File: src/rtl/gpio_irq_pkg.sv
package gpio_irq_pkg;
  localparam int unsigned ADDR_W = 5;

  typedef enum logic [ADDR_W-1:0] {
    REG_OUT   = 5'h00,
    REG_DIR   = 5'h04,
    REG_INV   = 5'h08,
    REG_DIN   = 5'h0C,
    REG_EFLAG = 5'h10,
    REG_EEN   = 5'h14,
    REG_LEN   = 5'h18
  } reg_addr_e;
endpackage

File: src/rtl/gpio_sync.sv
module gpio_sync #(
  parameter int unsigned W = 32
) (
  input  logic         clk_i,
  input  logic         rst_ni,
  input  logic [W-1:0] d_i,
  output logic [W-1:0] q_o
);
  logic [W-1:0] meta_q, sync_q;

  always_ff @(posedge clk_i or negedge rst_ni) begin
    if (!rst_ni) begin
      meta_q <= '0;
      sync_q <= '0;
    end else begin
      meta_q <= d_i;
      sync_q <= meta_q;
    end
  end

  assign q_o = sync_q;
endmodule

File: src/rtl/gpio_edge_flag.sv
module gpio_edge_flag #(
  parameter int unsigned W = 32
) (
  input  logic         clk_i,
  input  logic         rst_ni,
  input  logic [W-1:0] data_i,
  input  logic         clr_en_i,
  input  logic [W-1:0] keep_i,
  output logic [W-1:0] flag_o
);
  logic [W-1:0] prev_q, flag_q, rise_w, kept_w;

  assign rise_w = data_i & ~prev_q;
  assign kept_w = clr_en_i ? (flag_q & keep_i) : flag_q;

  always_ff @(posedge clk_i or negedge rst_ni) begin
    if (!rst_ni) begin
      prev_q <= '0;
      flag_q <= '0;
    end else begin
      prev_q <= data_i;
      flag_q <= kept_w | rise_w;  // new edge beats a clear
    end
  end

  assign flag_o = flag_q;


  flag_sticky_chk: assert property (@(posedge clk_i) disable iff (!rst_ni)
    !clr_en_i |=> (($past(flag_q) & ~flag_q) == '0));


  flag_set_by_rise_chk: assert property (@(posedge clk_i) disable iff (!rst_ni)
    1'b1 |=> ((flag_q & ~$past(flag_q) & ~$past(data_i & ~prev_q)) == '0));


  edge_beats_clear_chk: assert property (@(posedge clk_i) disable iff (!rst_ni)
    clr_en_i |=> ((flag_q & $past(data_i & ~prev_q)) == $past(data_i & ~prev_q)));
endmodule

File: src/rtl/gpio_group_or.sv
module gpio_group_or #(
  parameter int unsigned W       = 32,
  parameter int unsigned GROUP_W = 8
) (
  input  logic                   clk_i,
  input  logic                   rst_ni,
  input  logic [W-1:0]           cause_i,
  output logic [W/GROUP_W-1:0]   irq_o
);
  localparam int unsigned NG = W / GROUP_W;

  logic [NG-1:0] irq_q;

  for (genvar g = 0; g < NG; g++) begin : g_grp
    always_ff @(posedge clk_i or negedge rst_ni) begin
      if (!rst_ni) irq_q[g] <= 1'b0;
      else         irq_q[g] <= |cause_i[g*GROUP_W +: GROUP_W];
    end
  end

  assign irq_o = irq_q;


  no_cause_no_irq_chk: assert property (@(posedge clk_i) disable iff (!rst_ni)
    (cause_i == '0) |=> (irq_o == '0));
endmodule

File: src/rtl/gpio_irq_ctrl.sv
module gpio_irq_ctrl
  import gpio_irq_pkg::*;
#(
  parameter int unsigned NUM_PINS = 32,
  parameter int unsigned GROUP_W  = 8
) (
  input  logic                        clk_i,
  input  logic                        rst_ni,
  input  logic [ADDR_W-1:0]           addr_i,
  input  logic                        we_i,
  input  logic [NUM_PINS-1:0]         wdata_i,
  output logic [NUM_PINS-1:0]         rdata_o,
  input  logic [NUM_PINS-1:0]         gpio_i,
  output logic [NUM_PINS-1:0]         gpio_o,
  output logic [NUM_PINS-1:0]         gpio_oe_o,
  output logic [NUM_PINS/GROUP_W-1:0] irq_o
);
  localparam int unsigned NG = NUM_PINS / GROUP_W;

  logic [NUM_PINS-1:0] out_q, dir_q, inv_q, een_q, len_q;
  logic [NUM_PINS-1:0] sync_w, din_w, flag_w, cause_w;
  logic                flag_clr_w;

  gpio_sync #(.W(NUM_PINS)) u_sync (
    .clk_i (clk_i),
    .rst_ni(rst_ni),
    .d_i   (gpio_i),
    .q_o   (sync_w)
  );

  assign din_w = sync_w ^ inv_q;

  always_ff @(posedge clk_i or negedge rst_ni) begin
    if (!rst_ni) begin
      out_q <= '0;
      dir_q <= '1;
      inv_q <= '0;
      een_q <= '0;
      len_q <= '0;
    end else if (we_i) begin
      case (addr_i)
        REG_OUT: out_q <= wdata_i;
        REG_DIR: dir_q <= wdata_i;
        REG_INV: inv_q <= wdata_i;
        REG_EEN: een_q <= wdata_i;
        REG_LEN: len_q <= wdata_i;
        default: ;
      endcase
    end
  end

  assign flag_clr_w = we_i && (addr_i == REG_EFLAG);

  gpio_edge_flag #(.W(NUM_PINS)) u_edge (
    .clk_i   (clk_i),
    .rst_ni  (rst_ni),
    .data_i  (din_w),
    .clr_en_i(flag_clr_w),
    .keep_i  (wdata_i),
    .flag_o  (flag_w)
  );

  assign cause_w = (din_w & len_q) | (flag_w & een_q);

  gpio_group_or #(.W(NUM_PINS), .GROUP_W(GROUP_W)) u_grp (
    .clk_i  (clk_i),
    .rst_ni (rst_ni),
    .cause_i(cause_w),
    .irq_o  (irq_o)
  );

  always_comb begin
    rdata_o = '0;
    case (addr_i)
      REG_OUT:   rdata_o = out_q;
      REG_DIR:   rdata_o = dir_q;
      REG_INV:   rdata_o = inv_q;
      REG_DIN:   rdata_o = (din_w & dir_q) | (out_q & ~dir_q);
      REG_EFLAG: rdata_o = flag_w;
      REG_EEN:   rdata_o = een_q;
      REG_LEN:   rdata_o = len_q;
      default:   rdata_o = '0;
    endcase
  end

  assign gpio_o    = out_q;
  assign gpio_oe_o = ~dir_q;


  masks_off_no_irq_chk: assert property (@(posedge clk_i) disable iff (!rst_ni)
    (len_q == '0 && een_q == '0) |=> (irq_o == '0));


  oe_matches_dir_chk: assert property (@(posedge clk_i) disable iff (!rst_ni)
    $stable(dir_q) |-> $stable(gpio_oe_o));

  initial begin

    group_div_chk: assert (NG * GROUP_W == NUM_PINS);
  end
endmodule

File: config.mk
export PLATFORM = sky130hd
export DESIGN_NAME = gpio_irq_ctrl
export DESIGN_NICKNAME = d
export VERILOG_FILES = /design/src/rtl/gpio_irq_pkg.sv /design/src/rtl/gpio_sync.sv /design/src/rtl/gpio_edge_flag.sv /design/src/rtl/gpio_group_or.sv /design/src/rtl/gpio_irq_ctrl.sv
export SDC_FILE = /design/constraint.sdc
export NUM_CORES = 1
export LEC_CHECK = 0
export BUFFER_PORTS_ARGS = -buffer_cell sky130_fd_sc_hd__buf_2
export CAP_MARGIN = 20
export CORE_UTILIZATION = 40
export CTS_CLUSTER_SIZE = 30
export DETAILED_ROUTE_END_ITERATION = 12
export SYNTH_ARGS = -nofsm -noshare
export SYNTH_HDL_FRONTEND = slang
export SYNTH_SLANG_ARGS = --single-unit
File: constraint.sdc
create_clock -name clk_i -period 2.3 [get_ports clk_i]
set_input_delay 0.575 -clock clk_i [delete_from_list [all_inputs] [get_ports clk_i]]
set_output_delay 0.575 -clock clk_i [all_outputs]
set_load 0.01 [all_outputs]
Word-level counts from Yosys, hierarchy flattened
Cells that the tools add are included.
- register bits after elaboration: 292
- input port bits: 72
- output and inout bits: 100
- word-level logic and storage cells: 44
- equality and inequality tests: 6
- mux-type cells: 2
- bitwise gates (word level): 12
- reduce and logical (&&, ||, !) cells: 11
- operator list (cell ; count):
    $pmux 32 s7 ; 1
    $and 32x32->32 ; 6
    $or 32x32->32 ; 3
    $not 32->32 ; 2
    $mux 32 ; 1
    $reduce_or 8->1 ; 4
    $xor 32x32->32 ; 1
    $eq 5x5->1 const B ; 3
    $eq 5x4->1 const B ; 2
    $reduce_and 2->1 ; 5
    $eq 5x3->1 const B ; 1
    $logic_not 5->1 ; 1
    $logic_and 1x1->1 ; 1

Logic depth before layout (Yosys ltp)
- depth after elaboration: 4
- mapped depth: 7
- mapped depth without buffers: 5

Modules after synthesis
From an unflattened synthesis, not the netlist that was laid out.
- cells, all modules: 981
- area, all modules: 12724.7 µm²
- modules (own cells, without submodules) (module ; instances ; cells each ; area each (µm²) ; seq. area each (µm²)):
    gpio_irq_ctrl ; 1 ; 738 ; 8740.9 ; 4043.9
    gpio_edge_flag ; 1 ; 163 ; 2217.1 ; 1601.5
    gpio_sync ; 1 ; 64 ; 1601.5 ; 1601.5
    gpio_group_or ; 1 ; 16 ; 165.2 ; 100.1

Worst setup path after synthesis
OpenSTA, ideal clock, no wires.
- path kind: input-to-output
- start point: input addr_i[4]
- end point: output rdata_o[10]
- data arrival time: 1.812 ns
- required time: 1.725 ns
- setup slack: -0.087 ns
- stages on the path: 6
- buffers on the path: 2
- path through: clkbuf_1 > nand2b_1 > nor4_2 > clkbuf_1 > a22oi_1 > nand3_1
- cells in the longest elaborated chain, start to end: 2
- elaborated cells between the ends (all ways): 8
- classes of those cells: 6 x eq/ne; 1 x mux; 1 x reduce/logical
- ends and longest elaborated chain (element ; line ; source):
    from (decl) ; gpio_irq_ctrl.sv:9 ; input logic [ADDR_W-1:0] addr_i,
    $eq 5x5->1, or another cell as far along ; gpio_irq_ctrl.sv:74 ; case (addr_i)
    $pmux 32 s7 * ; gpio_irq_ctrl.sv:74 ;
    to (decl) ; gpio_irq_ctrl.sv:12 ; output logic [NUM_PINS-1:0] rdata_o,
Mark *: on every way between the ends. The rest lies on a longest branch, timed or not.

Worst setup path after layout
- start point: register dir_q[14]
- end point: output rdata_o[14]
- cells in the longest elaborated chain, start to end: 4
- elaborated cells between the ends (all ways): 5
- classes of those cells: 1 x mux; 4 x bitwise
- ends and longest elaborated chain (element ; line ; source):
    from (decl) ; gpio_irq_ctrl.sv:20 ; logic [NUM_PINS-1:0] out_q, dir_q, inv_q, een_q, len_q;
    from (signal assigned) ; gpio_irq_ctrl.sv:43 ; REG_DIR: dir_q <= wdata_i;
    $not 32->32 ; gpio_irq_ctrl.sv:78 ; REG_DIN: rdata_o = (din_w & dir_q) | (out_q & ~dir_q);
    $and 32x32->32 ; gpio_irq_ctrl.sv:78 ;
    $or 32x32->32 ; gpio_irq_ctrl.sv:78 ;
    $pmux 32 s7 * ; gpio_irq_ctrl.sv:74 ;
Marks and branches as above.

==> impl_results.md <==
* Final hold vios at 0
* Total wire length at about 35000 um
* Mapped Area at 12300 sq um
* # H-tree levels at 1
* Layout fillers at around 2.6k
* WL/cell at 21.5 um
* Top Family by Delay on Critical Path: flip-flops
* Grt met2 use at 35.6%
* Row count at between 60 and 70
* Initial antenna violation count at 2
* Starting DRT DRC Count at ~570
* Status: complete, but fails checks
* Most frequent cells in the layout: dfrtp_1 (260), buf_2 (163), mux2_2 (130)
* Max-slew headroom at between 60 and 70%
* Register area share after synthesis at a little under 60%
* TNS Setup at -1.25 ns
* Violated checks: negative setup slack
* Most frequently used flop master after synthesis: dfrtp_1
* Post-layout util at a little over half
* Post-synth EDFFs at 0
* Number of nets with antenna violations after routing at 0
* Max-slew violation count at 0
* Die area at about 32000 sq um
* Register bit total from synthesis at slightly below 300
* CTS buffer count at 31
* R2R Setup Slk at a little over 0.7 ns
* Final hold slack at ~0.11 ns
* Die width at 178 um
* Most used routing layer in global routing: met2
* Worst Hold Class: in -> reg
* Worst vdd ir at between 0.5 and 0.6 mV
* CP bufs+invs at 1
* Fin nets at 1267
* First-pass GRT wire length at ~53000 um
* Critical Path RT at 1.73 ns
* Top cells by area, synth: dfrtp_1 (53%), mux2_2 (12%), dfstp_2 (6.8%)
* RSZ-0062 raised after global routing: true
* Critical path data arrival time at approximately 1.8 ns
* Max Fclk at between 400 and 500 MHz
* IO Count at roughly 170
* Vias in the first global route at about 9.0k
* Setup Skew at between 0.015 and 0.02 ns
* Max-Cap Viols at 0
* Post-synth net total at roughly 1.0k
* CTS tree: done
* Die Span Y at about 180 um
* Largest net degree at the start of global routing at 56
* Leak at about 7.4 nW
* Biggest cell delay along the critical path at around 0.53 ns
* Startpoint types: register
* Worst skew pair latency at 0.57 ns
* Via density at roughly 5.3
* Reg-to-Reg Start: inv_q[14]$_DFFE_PN0P_
* Share of cells above drive strength 1 at 42.9%
* Synth area leader: dfrtp_1
* Synth cell types at 35
* CP Class: reg -> out
* Cells after Synth at about 940
* Reg2reg end: u_grp.irq_o[1]$_DFF_PN0_
* M1 GR Usage at 30.2%
* Clock Root Buffer: clkbuf_16
* Mean Syn Cell Area at 13.1 sq um
* Final setup vio count at 30
* Initial Util at slightly above 40%
* Hold depth at 1
* Worst Tran Pin Value at 0.468 ns
* Hold path startpoint: gpio_i[11]
* PD cells at ~880 nW/um^2
* Worst Path Max Fanout at 2
* Grt total ovfl at 0
* I/O Buffers at 171
* Crit-path cells: and4b_1, a31oi_1, a21oi_1, o21a_1, buf_2
* DR pass1 iterations at 4
* Top cell type's share of synthesized area at between 50% and 60%
* Largest buffer count on any clock path at 3
* Commonest non-fill, non-tap cell in the layout: dfrtp_1
* Synth warn at 0
* All-Layer GR Usage at 22.3%
* Core footprint at 30000 sq um
* P&R area growth vs syn at 29.7%
* Final min period at approximately 2.4 ns
* Tcrit/Tclk final at 105%
* Final worst slack at -0.118 ns
* Met3 Track Usage GR at ~4.3%
* Fraction of registers with async set/reset at 100%
* Slowest cell on the critical path: dfstp_2
* Min-Delay Endpoint: u_sync.meta_q[11]$_DFF_PN0_
* Clk pin slew, worst setup/hold paths at ~0.060 ns
* Detailed Place HPWL at 22700 um
* Number of cells on the worst reg-to-reg path at 5
* Sinks on the clock net at 292
* Critical Path Sink Type: output pin
* Routability cong. at between 0.8 and 0.9
* Vias at 8574
* DRC errors left at 0
==> worst max path at each step <==
stage                          startpoint           to  slack [ns]  cells after the start
finish              dir_q[14]$_DFFE_PN1P_  rdata_o[14]       -0.12                      5
floorplan                       addr_i[4]  rdata_o[10]       0.001                      6
global route        dir_q[14]$_DFFE_PN1P_  rdata_o[14]       -0.17                      5
CTS                 dir_q[14]$_DFFE_PN1P_  rdata_o[14]       -0.16                      5
global placement                addr_i[0]   rdata_o[2]       -0.20                      7
detailed placement              addr_i[4]   rdata_o[2]       -0.20                      7
==> Yosys cell counts (2+ instances only) <==
cell type / number
nand3_1: 37
mux2_1: 30
buf_6: 3
dfrtp_1: 260
a22o_1: 12
mux2_2: 130
nand2_1: 36
mux2i_1: 64
o21ai_0: 64
a22oi_1: 39
a221oi_1: 12
xnor2_1: 31
dfstp_2: 32
o22a_1: 31
nor2_1: 5
nand2b_1: 2
o211ai_1: 32
buf_2: 18
clkbuf_1: 20
and3_1: 5
inv_1: 66
==> flip-flops by register name, indices dropped and copies added, names as in the netlist <==
register and count:
een_q 32, dir_q 32, inv_q 32, u_sync.meta_q 32, u_sync.q_o 32, gpio_o 32
len_q 32, u_edge.flag_o 32, u_edge.prev_q 32, u_grp.irq_o 4
==> metrics by stage <==
| step | area [sq um] | setup slack (ns) | power (mW) | instances |
|---|---|---|---|---|
| 3_3_place_gp | 14300 | -0.199 | 8.83 | 1527 |
| 6_report | 16000 | -0.118 | 14.1 | 1608 |
| 4_1_cts | 15900 | -0.159 | 14.2 | 1602 |
| 5_1_grt | 16000 | -0.167 | 14.8 | 1607 |
| 2_1_floorplan | 12400 | 0.00134 | 7.86 | 943 |
| 3_5_place_dp | 14300 | -0.199 | 8.90 | 1527 |
==> metal layers <==
layer,vias to the layer above,share of wire (%)
met4,2,3.2
met2,224,47
li1,3934,-
met1,4353,44
met5,-,0.029
met3,61,5.6
==> cell families after synthesis <==
| kind of cell | after synthesis | synth area share, % |
|---|---|---|
| DFF | 292 | 59.5 |
| muxes | 224 | 19.8 |
| buffers and inverters | 108 | 3.66 |
| xor gates and xnor gates | 32 | 2.27 |
| AOI/OAI and AO/OA | 194 | 11.0 |
| and+or+nand+nor | 93 | 3.72 |
==> final cells by class <==
class / instances / area (sq um) / area share [%]
multi-input combinational: 543 / 4810 / 30.1
tap: 390 / 488 / 3.05
clock inverter: 10 / 160 / 1.00
clock buffer: 45 / 908 / 5.67
timing repair buffer: 261 / 2050 / 12.8
antenna: 1 / 2.50 / 0.0156
inverter: 66 / 248 / 1.55
sequential: 292 / 7350 / 45.9
==> report_power, final <==
| group | total [mW] | switching (mW) | internal [mW] | leakage, nW |
|---|---|---|---|---|
| clock | 5.21 | 2.04 | 3.17 | 0.524 |
| sequential | 6.68 | 0.679 | 6.00 | 3.41 |
| combinational | 2.26 | 1.10 | 1.15 | 3.45 |
| total | 14.1 | 3.82 | 10.3 | 7.39 |
==> repair_timing <==
action	in CTS	in global routing
hold endpoints to repair	42	0
gates cloned	6	2
setup endpoints to repair	32	32
buffers inserted	13	5
hold buffers	1	0
resized for setup	70	17
pin swaps	47	15
No activity file was read; power rests on OpenSTA's default activity.
